## src/rtl/tmr_flag_pkg.sv

```systemverilog
package tmr_flag_pkg;

  localparam int NFLAG    = 4;
  localparam int FLAG_LSB = 2;

  typedef enum logic [1:0] {
    FL_OVF  = 2'd0,
    FL_CMPB = 2'd1,
    FL_CMPA = 2'd2,
    FL_CAP  = 2'd3
  } flag_idx_e;

  typedef enum logic [1:0] {
    MD_NORMAL  = 2'd0,
    MD_CLR_CMP = 2'd1,
    MD_PWM_FIX = 2'd2,
    MD_PWM_VAR = 2'd3
  } tmr_mode_e;

endpackage

```

## src/rtl/match_edge.sv

```systemverilog
// Registered equality detector: one pulse on the first cycle of a match,
// delivered one clock later. A held match does not pulse again.
module match_edge #(
  parameter int W = 16
) (
  input  logic         clk,
  input  logic         rst,
  input  logic [W-1:0] a,
  input  logic [W-1:0] b,
  input  logic         absorb,
  output logic         pulse
);
  logic eq_now;
  logic eq_q;

  assign eq_now = (a == b);

  always_ff @(posedge clk) begin
    if (rst) begin
      eq_q  <= 1'b0;
      pulse <= 1'b0;
    end else begin
      eq_q  <= eq_now;
      pulse <= eq_now & ~eq_q & ~absorb;
    end
  end
endmodule

```

## src/rtl/flag_cell.sv

```systemverilog
// One status flag with set-priority over clear, plus its masked request.
module flag_cell (
  input  logic clk,
  input  logic rst,
  input  logic set,
  input  logic clr,
  input  logic mask,
  output logic flag_q,
  output logic irq_q
);
  logic flag_d;

  assign flag_d = set | (flag_q & ~clr);

  always_ff @(posedge clk) begin
    if (rst) begin
      flag_q <= 1'b0;
      irq_q  <= 1'b0;
    end else begin
      flag_q <= flag_d;
      irq_q  <= flag_d & mask;
    end
  end
endmodule

```

## src/rtl/tmr_irq_flags.sv

```systemverilog
module tmr_irq_flags
  import tmr_flag_pkg::*;
#(
  parameter int CNT_W = 16,
  parameter int REG_W = 8
) (
  input  logic             clk,
  input  logic             rst,
  input  logic [CNT_W-1:0] cnt_val,
  input  logic [CNT_W-1:0] cmp_a_val,
  input  logic [CNT_W-1:0] cmp_b_val,
  input  logic [CNT_W-1:0] cap_val,
  input  logic             cap_evt,
  input  logic             cap_is_top,
  input  logic [1:0]       mode,
  input  logic             ovf_stb,
  input  logic             force_a,
  input  logic             force_b,
  input  logic [NFLAG-1:0] ack,
  input  logic             wr_en,
  input  logic [REG_W-1:0] wr_data,
  input  logic [NFLAG-1:0] irq_mask,
  output logic [NFLAG-1:0] flags,
  output logic [NFLAG-1:0] irq,
  output logic [REG_W-1:0] rd_data
);
  localparam int NCMP   = 2;
  localparam int FLD_HI = FLAG_LSB + NFLAG;

  logic [CNT_W-1:0] cmp_vals [NCMP];
  logic [NCMP-1:0]  cmp_force;
  logic [NCMP-1:0]  cmp_pulse;
  logic             top_pulse;
  logic             bot_pulse;
  logic [NFLAG-1:0] set_vec;
  logic [NFLAG-1:0] clr_vec;
  logic             ovf_direct;
  tmr_mode_e        md;
  logic             unused_wr_bits;

  assign cmp_vals[0] = cmp_a_val;
  assign cmp_vals[1] = cmp_b_val;
  assign cmp_force   = {force_b, force_a};

  // Compare channels: index 0 -> A, index 1 -> B
  for (genvar ch = 0; ch < NCMP; ch++) begin : g_cmp
    match_edge #(.W(CNT_W)) u_det (
      .clk    (clk),
      .rst    (rst),
      .a      (cnt_val),
      .b      (cmp_vals[ch]),
      .absorb (cmp_force[ch]),
      .pulse  (cmp_pulse[ch])
    );
  end

  // Counter reaching TOP held in the capture register
  match_edge #(.W(CNT_W)) u_top (
    .clk    (clk),
    .rst    (rst),
    .a      (cnt_val),
    .b      (cap_val),
    .absorb (1'b0),
    .pulse  (top_pulse)
  );

  // Counter reaching BOTTOM, overflow point in PWM modes
  match_edge #(.W(CNT_W)) u_bot (
    .clk    (clk),
    .rst    (rst),
    .a      (cnt_val),
    .b      ('0),
    .absorb (1'b0),
    .pulse  (bot_pulse)
  );

  assign md         = tmr_mode_e'(mode);
  assign ovf_direct = (md == MD_NORMAL) || (md == MD_CLR_CMP);

  always_comb begin
    set_vec          = '0;
    set_vec[FL_CAP]  = cap_is_top ? top_pulse : cap_evt;
    set_vec[FL_CMPA] = cmp_pulse[0];
    set_vec[FL_CMPB] = cmp_pulse[1];
    set_vec[FL_OVF]  = ovf_direct ? ovf_stb : bot_pulse;
  end

  assign clr_vec = ack | ({NFLAG{wr_en}} & wr_data[FLD_HI-1:FLAG_LSB]);

  for (genvar i = 0; i < NFLAG; i++) begin : g_flag
    flag_cell u_cell (
      .clk    (clk),
      .rst    (rst),
      .set    (set_vec[i]),
      .clr    (clr_vec[i]),
      .mask   (irq_mask[i]),
      .flag_q (flags[i]),
      .irq_q  (irq[i])
    );
  end

  always_comb begin
    rd_data                       = '0;
    rd_data[FLD_HI-1:FLAG_LSB]    = flags;
  end

  assign unused_wr_bits = ^{wr_data[REG_W-1:FLD_HI], wr_data[FLAG_LSB-1:0]};

endmodule

```

## config.mk

```make
export PLATFORM = sky130hd
export DESIGN_NAME = tmr_irq_flags
export DESIGN_NICKNAME = d
export VERILOG_FILES = /design/src/rtl/tmr_flag_pkg.sv /design/src/rtl/match_edge.sv /design/src/rtl/flag_cell.sv /design/src/rtl/tmr_irq_flags.sv
export SDC_FILE = /design/constraint.sdc
export NUM_CORES = 1
export LEC_CHECK = 0
export ABC_CLOCK_PERIOD_IN_PS = 1400
export CAP_MARGIN = 10
export CORE_ASPECT_RATIO = 1.4
export CORE_MARGIN = 5
export CORE_UTILIZATION = 31
export CTS_CLUSTER_SIZE = 30
export DETAILED_ROUTE_END_ITERATION = 16
export PLACE_DENSITY = 0.92
export SLEW_MARGIN = 15
export SYNTH_ARGS = -nofsm -noshare
export SYNTH_HDL_FRONTEND = slang
export SYNTH_SLANG_ARGS = --single-unit
```

## constraint.sdc

```tcl
create_clock -name clk -period 1.4 [get_ports clk]
set_input_delay 0.28 -clock clk [delete_from_list [all_inputs] [get_ports clk]]
set_output_delay 0.28 -clock clk [all_outputs]
set_load 0.01 [all_outputs]
```

==> out/qor.csv <==
stage,metric,value,unit
pwr,Leak Pwr,1.06,nW
worst_setup_path,CP bufs+invs,1,
worst_setup_path,crit path kind,input port to flop,
grt,largest net degree at the start of global routing,10,
drt,overall routed net length,3940,µm
worst_setup_path,"Arr. time, crit path",1.53,ns
worst_setup_path,Crit path max-delay family,simple AND/OR/NAND/NOR gates,
placed_design,DPL Wire Length,3470,µm
layout,Area Overhead vs Synth,95.0,%
sta,Final setup viols,0,
sta,FMAX,0.731,GHz
pwr,Sw Ratio,23.8,%
placed_design,# port buffers,96,
logic_synthesis,post-synthesis sequential area ratio,27.1,%
logic_synthesis,mean post-synth cell area,8.97,µm²
sta,minimum clock period,1.37,ns
logic_synthesis,Synth Register Bits,16,
clock_tree,TritonCTS clock tree,done,
die,Core Box Area,3680,µm²
placed_design,dpl cell area,2220,µm²
logic_synthesis,Mapped Area,1180,µm²
layout,share of layout cells above drive strength 1,20.3,%
placed_design,dpl cells,274,
logic_synthesis,YS warnings,0,
clock_tree,clock root buffer,clkbuf_8,
worst_setup_path,critical path's largest stage delay,0.43,ns
drt,Routed Antenna Nets,0,
die,die width,62.2,µm
grt,total gr overflow,0,
pwr,Internal,1.01,mW
grt,first-pass GRT wire length,5780,µm
worst_setup_path,Worst Setup SP,cmp_a_val[7],
logic_synthesis,Synth Instances,132,
drt,DR pass1 iterations,4,
layout,ANT cells,0,
drt,DR DRC count,0,
worst_setup_path,critical path endpoint category,flop,
die,I/O pins,106,
logic_synthesis,synth top area cells,"dfxtp_1 (27%), xnor2_1 (21%), xor2_1 (13%)",
worst_setup_path,CP max stage cell,clkdlybuf4s50_1,
pwr,pwr/cell area,575,nW/µm²
die,Starting Density,32.2,%
grt,Total GRT Usage,13.4,%
clock_tree,setup bufs post-CTS,0,
die,Die ar.,5170,µm²
grt,vias in the first global route,1356,
logic_synthesis,Synth cell types,23,
worst_setup_path,crit path max fanout,2,
die,Die H,83.1,µm
sta,Pins Over Slew Limit,0,
worst_hold_path,worst hold path type,flop to flop,
grt,antenna violations before repair,0,
sta,Final Hold Fails,0,
pwr,Flop pwr share,34.8,%
clock_tree,largest buffer count on any clock path,2,
pwr,clock share of power,29.4,%
worst_setup_path,Crit path required time,1.56,ns
placed_design,worst slack at placement,-0.541,ns
drt,Detailed Route Iter0 Violations,28,
pwr,sw power,0.316,mW
placed_design,routability congestion estimate,0.728,
sta,Fin Clk Skew,0.000987,ns
sta,Setup Total Neg Slack,0,ns
clock_tree,Hold Buf Count CTS,0,
die,Row Count,26,
worst_setup_path,Worst setup SP type,input port,
layout,Non-Filler Instances,278,
logic_synthesis,"area leader, netlist",dfxtp_1,
logic_synthesis,top cell type's share of synthesized area,27.1,%
worst_hold_path,Worst Hold Launch,g_cmp[1].u_det.eq_q$_SDFF_PP0_,
clock_tree,H-tree depth,1,
worst_setup_path,crit-path cells,clkdlybuf4s50_1 -> xor2_1 -> nor4_2 -> nand4_1 -> nor4_2,
layout,Final Instance Area,2310,µm²
pwr,Comb power frac,35.8,%
drt,drt via density,4.59,
clock_tree,# clock sinks,16,
layout,nets,327,
pwr,total power,1.33,mW
sta,Final period util,97.7,%
drt,WL/cell,14.2,µm
pwr,Max IR drop VDD,0.503,mV
clock_tree,Worst-Skew Late Latency,0.24,ns
worst_setup_path,CP dominant cell by count,nor4_2,
drt,via count,1275,
clock_tree,TritonCTS buffer count,3,
outcome,status,completed,
sta,worst setup margin,0.0319,ns
run,Max Cap Viol,0,
worst_setup_path,worst flop-to-flop path startpoint,g_flag[1].u_cell.flag_q$_SDFF_PP0_,
clock_tree,Worst-path clk slew,0.06,ns
==> final cells by class <==
| class | instances | area [µm²] |
|---|---|---|
| sequential | 16 | 320 |
| inverter | 2 | 7.51 |
| fill | 317 | 1370 |
| clock buffer | 4 | 55.1 |
| tap | 42 | 52.6 |
| timing repair buffer | 113 | 1060 |
| multi-input combinational | 101 | 817 |
==> cell families after synthesis <==
logic type / count (synthesis) / share of synthesized area, %
AOI/OAI and AO/OA: 4 / 1.90
xor gates and xnor gates: 48 / 36.2
buffers and inverters: 18 / 10.8
DFF: 16 / 27.1
muxes: 2 / 1.69
other: 1 / 0.317
and+or+nand+nor: 43 / 22.1
==> flip-flops by register name, indices dropped and copies added, names as in the netlist <==
name and cells:
g_cmp.u_det.pulse 2, u_top.eq_q 1, u_bot.pulse 1, u_top.pulse 1
u_bot.eq_q 1, g_flag.u_cell.flag_q 4, g_flag.u_cell.irq_q 4, g_cmp.u_det.eq_q 2
==> per-stage QoR <==
stage | utilization (%) | hold slack [ns]
finish | 62.8 | 0.398
global route | 62.8 | 0.407
CTS | 61.4 | 0.399
detailed placement | 60.3 | 0.400
global placement | 60.3 | 0.385
floorplan | - | 0.353
==> worst paths after layout <==
check / slack [ns] / endpoint / depth (start not counted)
setup / recovery: 0.03 / g_cmp[0].u_det.pulse$_SDFF_PP0_ / 5
hold / removal: 0.40 / g_cmp[1].u_det.pulse$_SDFF_PP0_ / 1
setup reg to reg: 0.59 / g_flag[1].u_cell.irq_q$_SDFF_PP0_ / 3
hold reg to reg: 0.40 / g_cmp[1].u_det.pulse$_SDFF_PP0_ / 1
==> cell usage after synthesis, drive strengths merged <==
library cell and instances:
or4 3, dfxtp 16, buf 16, conb 1
nand3 1, nand3b 2, xor2 19, xnor2 29
nand4 7, and2 4, a21oi 2, inv 2
nor2 6, nor3 2, or3 1, nand2 7
mux2i 2, nor4 10, a31oi 2
==> metal layers <==
layer	wire, µm	global-route usage [%]	up-vias
met3	356	2.84	4
met1	1400	13.1	563
met2	2140	27.3	74
met4	38	3.55	0
li1	-	-	634
met5	0	0	-
==> cells in the final DEF (no fill, tap or decap), types with 6 or more instances in the layout <==
cell and n:
buf_4 14, clkbuf_2 6, clkdlybuf4s50_1 37, dfxtp_1 16, dlygate4sd2_1 32, dlymetal6s2s_1 13, nand2_1 7, nand4_1 7
nor2_1 6, xnor2_1 24, xor2_1 18
==> power groups by stage <==
| stage | Combinational [mW] | Clock (mW) | Sequential [mW] |
|---|---|---|---|
| 3_3_place_gp | 0.490 | 0 | 0.472 |
| 4_1_cts | 0.471 | 0.406 | 0.462 |
| 2_1_floorplan | 0.160 | 0 | 0.472 |
| 3_5_place_dp | 0.499 | 0 | 0.473 |
| 5_1_grt | 0.509 | 0.420 | 0.462 |
| 6_report | 0.475 | 0.390 | 0.462 |
==> timing repair <==
action	4_1_cts	5_1_grt
pin swaps	27	27
endpoints found under the setup margin	15	4
gates resized for setup	68	32
No activity file was read; power rests on OpenSTA's default activity.
